## config.mk

```make
export PLATFORM = sky130hd
export DESIGN_NAME = frt16_unit
export DESIGN_NICKNAME = d
export VERILOG_FILES = /design/src/rtl/frt_pkg.sv /design/src/rtl/frt_prescaler.sv /design/src/rtl/frt_ctrl_reg.sv /design/src/rtl/frt_counter.sv /design/src/rtl/frt16_unit.sv
export SDC_FILE = /design/constraint.sdc
export NUM_CORES = 1
export LEC_CHECK = 0
export BUFFER_PORTS_ARGS = -buffer_cell sky130_fd_sc_hd__buf_2
export CORE_MARGIN = 2
export CORE_UTILIZATION = 50
export DETAILED_ROUTE_END_ITERATION = 10
export PLACE_DENSITY = 0.74
export SLEW_MARGIN = 25
export SYNTH_ARGS = -nofsm -noshare
export SYNTH_HDL_FRONTEND = slang
export SYNTH_HIERARCHICAL = 1
export SYNTH_SLANG_ARGS = --single-unit
```

## constraint.sdc

```tcl
create_clock -name clk -period 3.7 [get_ports clk]
set_clock_uncertainty 0.2 [all_clocks]
set_input_delay 0.74 -clock clk [delete_from_list [all_inputs] [get_ports clk]]
set_output_delay 0.74 -clock clk [all_outputs]
set_load 0.02 [all_outputs]
```

## src/rtl/frt_pkg.sv

```systemverilog
// Package: shared widths, register addresses and control bit positions
// for the free-running timer. Assumes a byte-wide register port.
package frt_pkg;
    localparam int CNT_W     = 16;
    localparam int DATA_W    = 8;
    localparam int ADDR_W    = 2;
    localparam int SEL_W     = 3;
    localparam int NLANE     = CNT_W / DATA_W;

    // Register addresses; count lanes follow the control byte in order.
    localparam int ADDR_CTRL     = 0;
    localparam int ADDR_CNT_BASE = 1;

    // Control byte bit positions (software depends on them).
    localparam int B_OVF  = 7;
    localparam int B_IE   = 6;
    localparam int B_STOP = 5;
    localparam int B_RSV  = 4;
    localparam int B_CLR  = 3;

    typedef struct packed {
        logic             ovf_ie;
        logic             stop;
        logic [SEL_W-1:0] rate_sel;
    } ctrl_t;
endpackage

```

## src/rtl/frt_prescaler.sv

```systemverilog
// Prescaler: a free-running divider that emits a one-cycle tick every
// 2^(rate_sel+1) clocks. Assumes the divider is never reset except by rst_n.
module frt_prescaler #(
    parameter int SEL_W = 3
) (
    input  logic             clk,
    input  logic             rst_n,
    input  logic [SEL_W-1:0] rate_sel,
    output logic             tick
);
    localparam int DIV_W = 2 ** SEL_W;

    logic [DIV_W-1:0] div_cnt;
    logic [DIV_W-1:0] mask;

    // Free-running divider count.
    always_ff @(posedge clk) begin
        if (!rst_n) div_cnt <= '0;
        else        div_cnt <= div_cnt + DIV_W'(1);
    end

    // Mask of the low rate_sel+1 divider bits.
    always_comb begin
        for (int i = 0; i < DIV_W; i++) begin
            mask[i] = (i <= int'(rate_sel));
        end
    end

    // Tick when all masked bits are ones.
    assign tick = ((div_cnt & mask) == mask);
endmodule

```

## src/rtl/frt_ctrl_reg.sv

```systemverilog
// Control register: holds enable, stop, rate code and the sticky overflow
// flag, and decodes the one-shot clear. Assumes ctrl_wr lasts one cycle.
module frt_ctrl_reg
    import frt_pkg::*;
(
    input  logic              clk,
    input  logic              rst_n,
    input  logic              ctrl_wr,
    input  logic [DATA_W-1:0] wdata,
    input  logic              ovf_set,
    output ctrl_t             ctrl,
    output logic              ovf_flag,
    output logic              clr_go
);
    // The clear acts only when the timer runs before and after the write.
    assign clr_go = ctrl_wr && wdata[B_CLR] && !wdata[B_STOP] && !ctrl.stop;

    // Writable control fields.
    always_ff @(posedge clk) begin
        if (!rst_n) begin
            ctrl <= '0;
        end else if (ctrl_wr) begin
            ctrl.ovf_ie   <= wdata[B_IE];
            ctrl.stop     <= wdata[B_STOP];
            ctrl.rate_sel <= wdata[SEL_W-1:0];
        end
    end

    // Sticky flag: a software zero write beats a hardware set.
    always_ff @(posedge clk) begin
        if (!rst_n)                      ovf_flag <= 1'b0;
        else if (ctrl_wr && !wdata[B_OVF]) ovf_flag <= 1'b0;
        else if (ovf_set)                ovf_flag <= 1'b1;
    end
endmodule

```

## src/rtl/frt_counter.sv

```systemverilog
// Count register: loads byte lanes, clears, or increments on a rate tick
// while running, and reports a wrap. Priority: clear, lane load, increment.
module frt_counter #(
    parameter int CNT_W  = 16,
    parameter int DATA_W = 8
) (
    input  logic              clk,
    input  logic              rst_n,
    input  logic              tick,
    input  logic              stop,
    input  logic              clr_go,
    input  logic [CNT_W/DATA_W-1:0] lane_wr,
    input  logic [DATA_W-1:0] wdata,
    output logic [CNT_W-1:0]  count,
    output logic              wrap
);
    localparam int NLANE = CNT_W / DATA_W;

    logic [CNT_W-1:0] nxt;

    // Next count and wrap detection.
    always_comb begin
        nxt  = count;
        wrap = 1'b0;
        if (clr_go) begin
            nxt = '0;
        end else if (|lane_wr) begin
            for (int l = 0; l < NLANE; l++) begin
                if (lane_wr[l]) nxt[l*DATA_W +: DATA_W] = wdata;
            end
        end else if (tick && !stop) begin
            nxt  = count + CNT_W'(1);
            wrap = &count;
        end
    end

    // Count storage.
    always_ff @(posedge clk) begin
        if (!rst_n) count <= '0;
        else        count <= nxt;
    end
endmodule

```

## src/rtl/frt16_unit.sv

```systemverilog
// Top of the free-running timer: register decode, read mux and interrupt.
// Assumes single-cycle strobes and combinational read data.
module frt16_unit
    import frt_pkg::*;
(
    input  logic              clk,
    input  logic              rst_n,
    input  logic [ADDR_W-1:0] bus_addr,
    input  logic              bus_wr,
    input  logic              bus_rd,
    input  logic              bus_rmw,
    input  logic [DATA_W-1:0] bus_wdata,
    output logic [DATA_W-1:0] bus_rdata,
    output logic [CNT_W-1:0]  count_val,
    output logic              irq
);
    ctrl_t             ctrl;
    logic              ovf_flag;
    logic              clr_go;
    logic              tick;
    logic              wrap;
    logic              ctrl_wr;
    logic [NLANE-1:0]  lane_wr;
    logic [NLANE-1:0]  lane_sel;
    logic [DATA_W-1:0] ctrl_byte;
    logic              unused_rsv;

    // The reserved write bit is not stored.
    assign unused_rsv = bus_wdata[B_RSV];

    // Control write decode.
    assign ctrl_wr = bus_wr && (bus_addr == ADDR_W'(ADDR_CTRL));

    // Per-lane address decode for count bytes.
    for (genvar g = 0; g < NLANE; g++) begin : g_lane
        assign lane_sel[g] = (bus_addr == ADDR_W'(ADDR_CNT_BASE + g));
        assign lane_wr[g]  = bus_wr && lane_sel[g];
    end

    frt_prescaler #(.SEL_W(SEL_W)) u_pre (
        .clk      (clk),
        .rst_n    (rst_n),
        .rate_sel (ctrl.rate_sel),
        .tick     (tick)
    );

    frt_ctrl_reg u_ctrl (
        .clk      (clk),
        .rst_n    (rst_n),
        .ctrl_wr  (ctrl_wr),
        .wdata    (bus_wdata),
        .ovf_set  (wrap),
        .ctrl     (ctrl),
        .ovf_flag (ovf_flag),
        .clr_go   (clr_go)
    );

    frt_counter #(.CNT_W(CNT_W), .DATA_W(DATA_W)) u_cnt (
        .clk     (clk),
        .rst_n   (rst_n),
        .tick    (tick),
        .stop    (ctrl.stop),
        .clr_go  (clr_go),
        .lane_wr (lane_wr),
        .wdata   (bus_wdata),
        .count   (count_val),
        .wrap    (wrap)
    );

    // Control byte image; flag forced high on read-modify-write reads.
    always_comb begin
        ctrl_byte             = '0;
        ctrl_byte[B_OVF]      = ovf_flag || bus_rmw;
        ctrl_byte[B_IE]       = ctrl.ovf_ie;
        ctrl_byte[B_STOP]     = ctrl.stop;
        ctrl_byte[SEL_W-1:0]  = ctrl.rate_sel;
    end

    // Read data multiplexer.
    always_comb begin
        bus_rdata = '0;
        if (bus_rd) begin
            if (bus_addr == ADDR_W'(ADDR_CTRL)) bus_rdata = ctrl_byte;
            for (int l = 0; l < NLANE; l++) begin
                if (lane_sel[l]) bus_rdata = count_val[l*DATA_W +: DATA_W];
            end
        end
    end

    // Level interrupt request.
    assign irq = ovf_flag && ctrl.ovf_ie;
endmodule

```

==> results.sh, run 1 <==
export IMPL_p_per_area_mw_per_mm2=342
export IMPL_yosys_area_share_simple=0.327
export IMPL_ys_ff_latch=30
export IMPL_synth_top_area_cell="dfxtp_1"
export IMPL_crit_path_max_incr_delay_ns=0.40
export IMPL_synth_xor_area_share=0.0268
export IMPL_setup_ws_ns=0.973
export IMPL_io_pins=40
export IMPL_layoutNonFillerInstCount=332
export IMPL_viasPerCell=6.18
export IMPL_critPathLaunch="bus_addr[0]"
export IMPL_critPathSlowestCell="or3_4"
export IMPL_hp_class="flip-flop to flip-flop"
export IMPL_hold_buffers=0
export IMPL_route_detailed_drc=0
export IMPL_antenna_found_initial=0
export IMPL_ff2ff_path_depth=9
export IMPL_hold_path_cell_count=1
export IMPL_placedCellCount=324
export IMPL_num_vias=2052
export IMPL_die_h_um=66.7
export IMPL_drv_slew=0
export IMPL_cts_resized=0
export IMPL_finalWirelength_um=5540
export IMPL_dieArea_mm2=0.00445
export IMPL_leakagePower_nw=0.890
export IMPL_cts_buffers=5
export IMPL_syn_to_final_growth_pct=15.7
export IMPL_rsz0062_at_grt="false"
export IMPL_hold_viol=0
export IMPL_drtIter0Drc=198
export IMPL_cp_top_family="simple AND/OR/NAND/NOR gates"
export IMPL_yosys_warnings=6
export IMPL_die_w_um=66.7
export IMPL_period_share=0.737
export IMPL_vdd_drop_max_mv=0.198
export IMPL_synth_seq_area_share=0.306
export IMPL_drtAntennaViolNets=0
export IMPL_syn_avg_cell_area_um2=8.05
export IMPL_min_period_ns=2.73
export IMPL_ctsLongestPathBuffers=2
export IMPL_hold_start="u_pre/div_cnt[0]"
export IMPL_crit_fanout=16
export IMPL_track_usage=0.281
export IMPL_pre_cts_slack_ns=0.738
export IMPL_core_area_mm2=0.00372
export IMPL_grt_pass1_wl_um=9320
export IMPL_drt_first_pass_iters=5
export IMPL_synth_top_family_by_area="simple AND/OR/NAND/NOR gates"
export IMPL_h_tree_depth=2
export IMPL_maxSlewHeadroom=0.684
export IMPL_maxCapViolCount=0
export IMPL_crit_cells=7
export IMPL_cp_end_kind="flip-flop"
export IMPL_setup_viol=0
export IMPL_cp_cell_sequence="buf_2, and2b_1, and2_1, or2_1, or3_4, o31a_1, a211oi_1"
export IMPL_postPlaceCellArea_mm2=0.00218
export IMPL_criticalPathCategory="primary input to flip-flop"
export IMPL_grt_pass1_vias=1906
export IMPL_gp_congestion=0.956
export IMPL_clk_latency_ns=0.29
export IMPL_portBuffers=39
export IMPL_routedWlPerCell_um=16.7
export IMPL_critical_path_buf_inv_count=1
export IMPL_fin_tns_setup_ns=0
export IMPL_drive_gt1_frac=0.204
export IMPL_worst_pin_slew_ns=0.473
export IMPL_synthesis_nets=261
export IMPL_diodes=0
export IMPL_synthCells=244
export IMPL_synth_mux_area_frac=0.0567
export IMPL_grt_ovfl_total=0
export IMPL_worst_ep_arrival_time_ns=2.73
export IMPL_grt_start_max_net_pins=17
export IMPL_synthDistinctLibCells=52
export IMPL_netlist_top_cells_area="dfxtp_1 (31%), o21ai_0 (5.9%), and2_1 (5.4%)"
export IMPL_startpoint_type="primary input"
export IMPL_root_buffer="clkbuf_8"
export IMPL_rows=22
export IMPL_path_clk_slew_ns=0.07
export IMPL_dpl_hpwl_um=3980
export IMPL_layout_nets=300
export IMPL_crit_required_ns=3.70
export IMPL_synth_fa_ha_area_frac=0.0127
export IMPL_cts_tree="yes"
export IMPL_status="complete, no violations"
export IMPL_async_flop_share=0
export IMPL_yosysTopAreaCellShare=0.306
export IMPL_fin_area_mm2=0.00227
export IMPL_r2r_start="u_pre/div_cnt[3]"
export IMPL_start_util=0.529
export IMPL_fmax_mhz=367
export IMPL_synth_flop_cell="dfxtp_1"
export IMPL_synth_compound_area_share=0.221
export IMPL_synth_edff_count=0
export IMPL_cts_setup_buffers=0
export IMPL_cts_sinks=30
export IMPL_utilization=0.611
export IMPL_syn_area_mm2=0.00196
-- cell type report --
cell class / count / area [um^2]
inverter: 7 / 26.3
fill: 345 / 1440
multi-input combinational: 196 / 1260
sequential: 30 / 601
tap: 48 / 60.1
clock buffer: 6 / 82.6
clock inverter: 2 / 12.5
timing repair buffer: 43 / 225
-- cells by family after synthesis --
group	count (synthesis)
simple gates	110
buf+inv	18
compound gates	67
xor+xnor	6
mux	11
fa+ha+maj	2
flops	30
-- worst paths after layout --
path	to	slack (ns)
setup / recovery	u_cnt/count[9]	0.97
hold / removal	u_pre/div_cnt[0]	0.28
setup reg to reg	u_ctrl/ovf_flag	1.33
hold reg to reg	u_pre/div_cnt[0]	0.28
-- cell usage in the layout, fill, tap and decap left out, types with 6 or more instances in the layout --
cell type	instances
nor2b_1	10
inv_1	7
a21oi_1	10
mux2i_1	10
nand3b_1	6
nand4_1	6
clkbuf_8	6
buf_2	39
nand2_1	15
dfxtp_1	30
nand3_1	11
o31ai_1	6
nor2_1	14
o21ai_0	23
and2_1	17
-- flip-flops by register name, summed over array words and instances, names as in the netlist --
register / flops
u_cnt/count: 16
u_pre/div_cnt: 8
u_ctrl/ctrl: 5
u_ctrl/ovf_flag: 1
-- Yosys cell counts, types with 3 or more instances --
| cell | count |
|---|---|
| inv_1 | 7 |
| and2_1 | 17 |
| o31ai_1 | 6 |
| clkbuf_1 | 5 |
| nor4_1 | 3 |
| mux2i_1 | 10 |
| a21oi_1 | 10 |
| nor2_1 | 14 |
| a31oi_1 | 4 |
| xnor2_1 | 4 |
| nor2b_1 | 10 |
| nand3_1 | 11 |
| nor3_1 | 3 |
| nand3b_1 | 6 |
| a32o_1 | 4 |
| or4_1 | 3 |
| nand2b_1 | 3 |
| nor3b_1 | 4 |
| nand4_1 | 6 |
| and4_1 | 3 |
| nand2_1 | 15 |
| dfxtp_1 | 30 |
| o21ai_0 | 23 |
| a211oi_1 | 4 |
-- stage by stage --
step	hold WS [ns]	total power [mW]
final	0.283	0.778
after floorplan	0.237	0.453
after detailed placement	0.265	0.499
after CTS	0.290	0.781
after global placement	0.264	0.499
after global routing	0.332	0.812
-- power breakdown --
group / switching [mW] / internal (mW)
registers: 0.0257 / 0.337
logic: 0.0802 / 0.0529
clock network: 0.133 / 0.149
-- per-layer routing --
layer	track usage	part of all wire	vias to the layer above
met1	0.392	0.45	916
met3	0.0456	0.10	24
met5	0	0	-
met4	0.173	0.035	0
met2	0.399	0.42	127
li1	-	-	985
(Power assumes the default switching activity.)
==> run 2: changes to the inputs <==
- ABC_AREA: unset -> 1
- PLACE_DENSITY: 0.74 -> 0.73
- clock period: 3.7 -> 2.6 ns (I/O delays scaled with it)
==> run 2 against run 1 <==
  * Worst hold slack better by 0.0026 ns
  * Final cell count rose by 30%
  * Global-route usage shrank 1.6 points
  * Core utilization shrank 0.46 points
  * Non-clock buffer count is 1 lower
  * Flip-flop and latch count unchanged
  * Area after synthesis up 5.5%
  * Wire length rose by 4.7%
  * Synthesized cell count up 39%
  * Register-to-register slack got worse by 0.94 ns
  * Via count up 13%
  * Critical path type is now flip-flop to flip-flop
  * Largest cell class unchanged
==> results.sh, run 2 <==
export IMPL_vdd_drop_max_mv=0.504
export IMPL_start_util=0.518
export IMPL_yosys_warnings=6
export IMPL_gp_congestion=0.925
export IMPL_maxCapViolCount=0
export IMPL_layout_commonest_cell="nand2_1"
export IMPL_finalWirelength_um=5800
export IMPL_path_clk_slew_ns=0.06
export IMPL_root_buffer="clkbuf_8"
export IMPL_synth_edff_count=0
export IMPL_synth_flop_cell="dfxtp_1"
export IMPL_crit_top_cell="nand2_1"
export IMPL_leakagePower_nw=1.18
export IMPL_hold_viol=0
export IMPL_regMostFlops="u_cnt/count"
export IMPL_route_detailed_drc=0
export IMPL_routedWlPerCell_um=13.4
export IMPL_syn_avg_cell_area_um2=6.11
export IMPL_track_usage=0.264
export IMPL_cp_end_kind="flip-flop"
export IMPL_yosys_cell_count_top_type="nand2_1"
export IMPL_ys_ff_latch=30
export IMPL_dpl_hpwl_um=4200
export IMPL_grt_pass1_vias=1994
export IMPL_viasPerCell=5.39
export IMPL_syn_area_mm2=0.00207
export IMPL_clk_latency_ns=0.29
export IMPL_diodes=0
export IMPL_drt_first_pass_iters=5
export IMPL_drive_gt1_frac=0.191
export IMPL_ctsLongestPathBuffers=2
export IMPL_hold_start="u_pre/div_cnt[0]"
export IMPL_cts_sinks=30
export IMPL_hold_path_cell_count=1
export IMPL_largest_reg_flops=16
export IMPL_postPlaceCellArea_mm2=0.00228
export IMPL_fin_tns_setup_ns=0
export IMPL_num_vias=2329
export IMPL_synth_seq_area_share=0.290
export IMPL_critical_path_buf_inv_count=2
export IMPL_netlist_top_cells_area="dfxtp_1 (29%), nand2_1 (16%), inv_1 (8.5%)"
export IMPL_fmax_mhz=452
export IMPL_cts_tree="yes"
export IMPL_grt_ovfl_total=0
export IMPL_grt_pass1_wl_um=9160
export IMPL_cts_setup_buffers=0
export IMPL_h_tree_depth=2
export IMPL_die_w_um=68.4
export IMPL_cp_top_family="simple AND/OR/NAND/NOR gates"
export IMPL_hold_buffers=0
export IMPL_cp_cell_sequence="nand2_2, a21oi_1, nand2_1, a21oi_2, inv_1, nor2_1, nand2_1, nand2_1, inv_1, o21ai_0, a21oi_1"
export IMPL_portBuffers=39
export IMPL_crit_required_ns=2.57
export IMPL_rr_endpoint="u_cnt/count[0]"
export IMPL_holdWs_ns=0.286
export IMPL_synthesis_nets=356
export IMPL_layout_nets=398
export IMPL_crit_fanout=11
export IMPL_hp_class="flip-flop to flip-flop"
export IMPL_antenna_found_initial=0
export IMPL_grt_start_max_net_pins=20
export IMPL_r2r_start="u_pre/div_cnt[5]"
export IMPL_final_cell_mix="nand2_1 (91), inv_1 (47), buf_2 (39)"
export IMPL_async_flop_share=0
export IMPL_utilization=0.607
export IMPL_synthDistinctLibCells=32
export IMPL_die_h_um=68.4
export IMPL_synthTopCellsByCount="nand2_1 (91), inv_1 (47), nand3_1 (34), nor2_1 (34), a21oi_1 (33)"
export IMPL_r2r_slack_ns=0.39
export IMPL_critPathSlowestCell="dfxtp_1"
export IMPL_core_area_mm2=0.00400
export IMPL_criticalPathCategory="flip-flop to flip-flop"
export IMPL_synthCells=339
export IMPL_crit_path_max_incr_delay_ns=0.41
export IMPL_rows=23
export IMPL_dieArea_mm2=0.00468
export IMPL_maxSlewHeadroom=0.706
export IMPL_whs_endpoint="u_pre/div_cnt[0]"
export IMPL_drv_slew=0
export IMPL_period_share=0.851
export IMPL_io_pins=40
export IMPL_min_period_ns=2.21
export IMPL_crit_cells=11
export IMPL_p_per_area_mw_per_mm2=583
export IMPL_fin_area_mm2=0.00243
export IMPL_filler_cell_count=388
export IMPL_ff2ff_path_depth=11
export IMPL_cts_buffers=5
export IMPL_drtIter0Drc=149
export IMPL_status="complete, no violations"
export IMPL_setup_viol=0
export IMPL_synth_top_area_cell="dfxtp_1"
export IMPL_syn_to_final_growth_pct=17.1
export IMPL_worst_pin_slew_ns=0.441
export IMPL_worst_ep_arrival_time_ns=2.18
export IMPL_drtAntennaViolNets=0
export IMPL_cts_resized=0
export IMPL_yosysTopAreaCellShare=0.290
export IMPL_rsz0062_at_grt="false"
export IMPL_startpoint_type="flip-flop"
export IMPL_reg_top3="u_cnt/count: 16 flops, u_pre/div_cnt: 8 flops, u_ctrl/ctrl: 5 flops"
run 2: changes by cell type in the layout (fill, tap and decap cells not counted), sizes merged, moves of 10 or more:
| cell | change |
|---|---|
| nand2 | +79 |
| inv | +44 |
| nand3 | +27 |
| nor2 | +27 |
| a21oi | +25 |
| and2 | -17 |
| mux2i | -10 |
| nor2b | -10 |
run 2: kinds of logic (layout without fill, tap and decap cells):
group / count (synthesis) / after routing / share of synthesized area
AOI/OAI and AO/OA: 63 / 63 / 0.168
buffers and inverters: 58 / 101 / 0.129
and+or+nand+nor: 184 / 184 / 0.393
adders and majority gates: 2 / 2 / 0.0121
xor gates and xnor gates: 2 / 2 / 0.00846
DFF: 30 / 30 / 0.290
run 2: worst max path at each step:
stage / slack (ns) / to / start
5_1_grt: 0.18 / u_cnt/count[6] / u_pre/div_cnt[5]
2_1_floorplan: 0.53 / u_cnt/count[3] / bus_addr[1]
4_1_cts: 0.41 / u_cnt/count[0] / u_pre/div_cnt[5]
3_5_place_dp: 0.15 / u_cnt/count[0] / bus_addr[1]
3_3_place_gp: 0.17 / u_cnt/count[0] / bus_addr[1]
6_report: 0.39 / u_cnt/count[0] / u_pre/div_cnt[5]
run 2: final cells by class:
class | count | area (um^2) | share of cell area
Multi-Input combinational cell | 251 | 1200 | 0.496
Sequential cell | 30 | 601 | 0.247
Timing Repair Buffer | 42 | 218 | 0.0897
Inverter | 51 | 199 | 0.0820
Clock buffer | 6 | 82.6 | 0.0340
Tap cell | 50 | 62.6 | 0.0258
Clock inverter | 2 | 60.1 | 0.0247
run 2: routing by layer:
layer | track usage | wire length (um)
met2 | 0.400 | 2560
met4 | 0.115 | 119
met1 | 0.367 | 2680
met5 | 0 | 0
met3 | 0.0444 | 438
run 2: worst register-to-register path, stage by stage (launching register included):
cell and delay [ns]:
dfxtp_1 0.41, nand2_2 0.10, a21oi_1 0.14, nand2_1 0.08, a21oi_2 0.11, inv_1 0.05, nor2_1 0.21, nand2_1 0.11
nand2_1 0.28, inv_1 0.18, o21ai_0 0.18, a21oi_1 0.05
run 2: per-stage QoR:
| stage | cells | setup WS (ns) | power (mW) |
|---|---|---|---|
| floorplan | 339 | 0.527 | 0.732 |
| global placement | 424 | 0.173 | 0.818 |
| detailed placement | 424 | 0.154 | 0.821 |
| CTS | 432 | 0.413 | 1.42 |
| global route | 432 | 0.183 | 1.48 |
| finish | 432 | 0.388 | 1.42 |
run 2: power breakdown:
part	switching [mW]	internal (mW)	leakage, nW
Sequential	0.0617	0.492	0.245
Clock	0.190	0.409	0.0714
Combinational	0.171	0.0921	0.859
==> run 3: changes to the inputs <==
--- a/config.mk
+++ b/config.mk
@@ -12,4 +12,6 @@
 export DETAILED_ROUTE_END_ITERATION = 10
 export PLACE_DENSITY = 0.73
+export REMOVE_ABC_BUFFERS = 1
+export SETUP_SLACK_MARGIN = 0.05
 export SLEW_MARGIN = 25
 export SYNTH_ARGS = -nofsm -noshare
==> constraint.sdc (replaced) <==
create_clock -name clk -period 2.6 [get_ports clk]
set_clock_uncertainty 0.2 [all_clocks]
set_input_delay 0.26 -clock clk [delete_from_list [all_inputs] [get_ports clk]]
set_output_delay 0.26 -clock clk [all_outputs]
set_load 0.02 [all_outputs]
==> run 3 against run 2 <==
  * Die area is the same
  * Wire length shrank 0.21%
  * Design area shrank 2.1%
  * Sequential share of layout area grew 0.53 points
  * Worst hold slack lost 0.23 ns
  * Critical endpoint unchanged
  * Clock-buffer cell count grew 1
  * Sequential power is essentially flat
  * Core utilization shrank 1.3 points
  * Via count shrank 3.8%
==> results.sh, run 3 (same netlist as run 2, synthesis figures left out) <==
export IMPL_crit_required_ns=2.58
export IMPL_cts_buffers=5
export IMPL_p_per_area_mw_per_mm2=510
export IMPL_hold_viol=0
export IMPL_worst_pin_slew_ns=0.586
export IMPL_leakagePower_nw=1.15
export IMPL_syn_to_final_growth_pct=14.7
export IMPL_core_area_mm2=0.00400
export IMPL_gp_congestion=0.938
export IMPL_dieArea_mm2=0.00468
export IMPL_cp_end_kind="flip-flop"
export IMPL_die_w_um=68.4
export IMPL_grt_start_max_net_pins=20
export IMPL_startpoint_type="flip-flop"
export IMPL_criticalPathCategory="flip-flop to flip-flop"
export IMPL_fin_tns_setup_ns=0
export IMPL_rows=23
export IMPL_min_period_ns=2.25
export IMPL_clk_latency_ns=0.29
export IMPL_vdd_drop_max_mv=0.380
export IMPL_maxSlewHeadroom=0.607
export IMPL_hp_class="primary input to flip-flop"
export IMPL_portBuffers=39
export IMPL_drtIter0Drc=187
export IMPL_cts_sinks=30
export IMPL_largest_reg_flops=16
export IMPL_dpl_hpwl_um=4430
export IMPL_start_util=0.518
export IMPL_track_usage=0.282
export IMPL_reg_top3="u_cnt/count: 16 flops, u_pre/div_cnt: 8 flops, u_ctrl/ctrl: 5 flops"
export IMPL_drv_slew=0
export IMPL_cts_resized=0
export IMPL_maxCapViolCount=0
export IMPL_drive_gt1_frac=0.188
export IMPL_viasPerCell=5.19
export IMPL_antenna_found_initial=0
export IMPL_grt_pass1_wl_um=9590
export IMPL_filler_cell_count=416
export IMPL_grt_pass1_vias=2016
export IMPL_rsz0062_at_grt="false"
export IMPL_drt_first_pass_iters=4
export IMPL_crit_fanout=11
export IMPL_layout_nets=398
export IMPL_routedWlPerCell_um=13.4
export IMPL_hold_buffers=0
export IMPL_ctsLongestPathBuffers=2
export IMPL_setup_viol=0
export IMPL_utilization=0.594
export IMPL_die_h_um=68.4
export IMPL_cts_setup_buffers=0
export IMPL_num_vias=2240
export IMPL_postPlaceCellArea_mm2=0.00228
export IMPL_regMostFlops="u_cnt/count"
export IMPL_period_share=0.865
export IMPL_fmax_mhz=445
export IMPL_drtAntennaViolNets=0
export IMPL_root_buffer="clkbuf_8"
export IMPL_io_pins=40
export IMPL_final_cell_mix="nand2_1 (91), inv_1 (47), buf_2 (39)"
export IMPL_worst_ep_arrival_time_ns=2.23
export IMPL_fin_area_mm2=0.00238
export IMPL_route_detailed_drc=0
export IMPL_grt_ovfl_total=0
export IMPL_diodes=0
export IMPL_status="complete, no violations"
export IMPL_layout_commonest_cell="nand2_1"
export IMPL_finalWirelength_um=5790
export IMPL_cts_tree="yes"
export IMPL_h_tree_depth=2
export IMPL_path_clk_slew_ns=0.07
[run 3: stage by stage]
stage	hold slack (ns)	setup WS [ns]	instances	power (mW)
final	0.0605	0.350	432	1.21
after global routing	0.0880	0.0837	432	1.28
after global placement	0.269	0.440	424	0.824
after detailed placement	0.268	0.369	424	0.825
after floorplan	0.153	0.687	332	0.715
after CTS	0.0562	0.394	432	1.21
[run 3: critical path, stage by stage, from the launching register on]
cell     delay (ns)
dfxtp_1        0.41
nand2_2        0.10
a21oi_1        0.14
nand2_1        0.08
a21oi_2        0.11
inv_1          0.05
nor2_1         0.20
nand2_1        0.11
nand2_1        0.30
inv_1          0.19
o21ai_0        0.19
a21oi_1        0.05
[run 3: area by class of cell]
class / instances / area (um^2) / area share
timing repair buffer: 42 / 218 / 0.0916
sequential: 30 / 601 / 0.253
clock inverter: 1 / 5.00 / 0.00211
inverter: 51 / 199 / 0.0837
tap: 50 / 62.6 / 0.0263
clock buffer: 7 / 86.3 / 0.0363
multi-input combinational: 251 / 1200 / 0.507
[run 3: where the power goes]
part           switching [mW]  internal, mW
sequential             0.0642         0.493
combinational           0.170        0.0926
clock                   0.179         0.213
total                   0.414         0.798
[run 3: path summary, 6_finish.rpt]
kind / from / endpoint / slack [ns] / depth (start not counted)
worst max-delay path: u_pre/div_cnt[5] / u_cnt/count[0] / 0.35 / 11
worst min register to register: u_pre/div_cnt[0] / u_pre/div_cnt[0] / 0.28 / 1
worst max register to register: u_pre/div_cnt[5] / u_cnt/count[0] / 0.35 / 11
worst min-delay path: bus_wdata[3] / u_cnt/count[3] / 0.06 / 3
[run 3: routing by layer]
metal	vias up	routed length (um)	share of wire	GRT usage
met5	-	0	0	0
li1	1174	-	-	-
met3	10	397	0.069	0.0559
met1	984	2840	0.49	0.409
met4	0	108	0.019	0.115
met2	72	2450	0.42	0.403
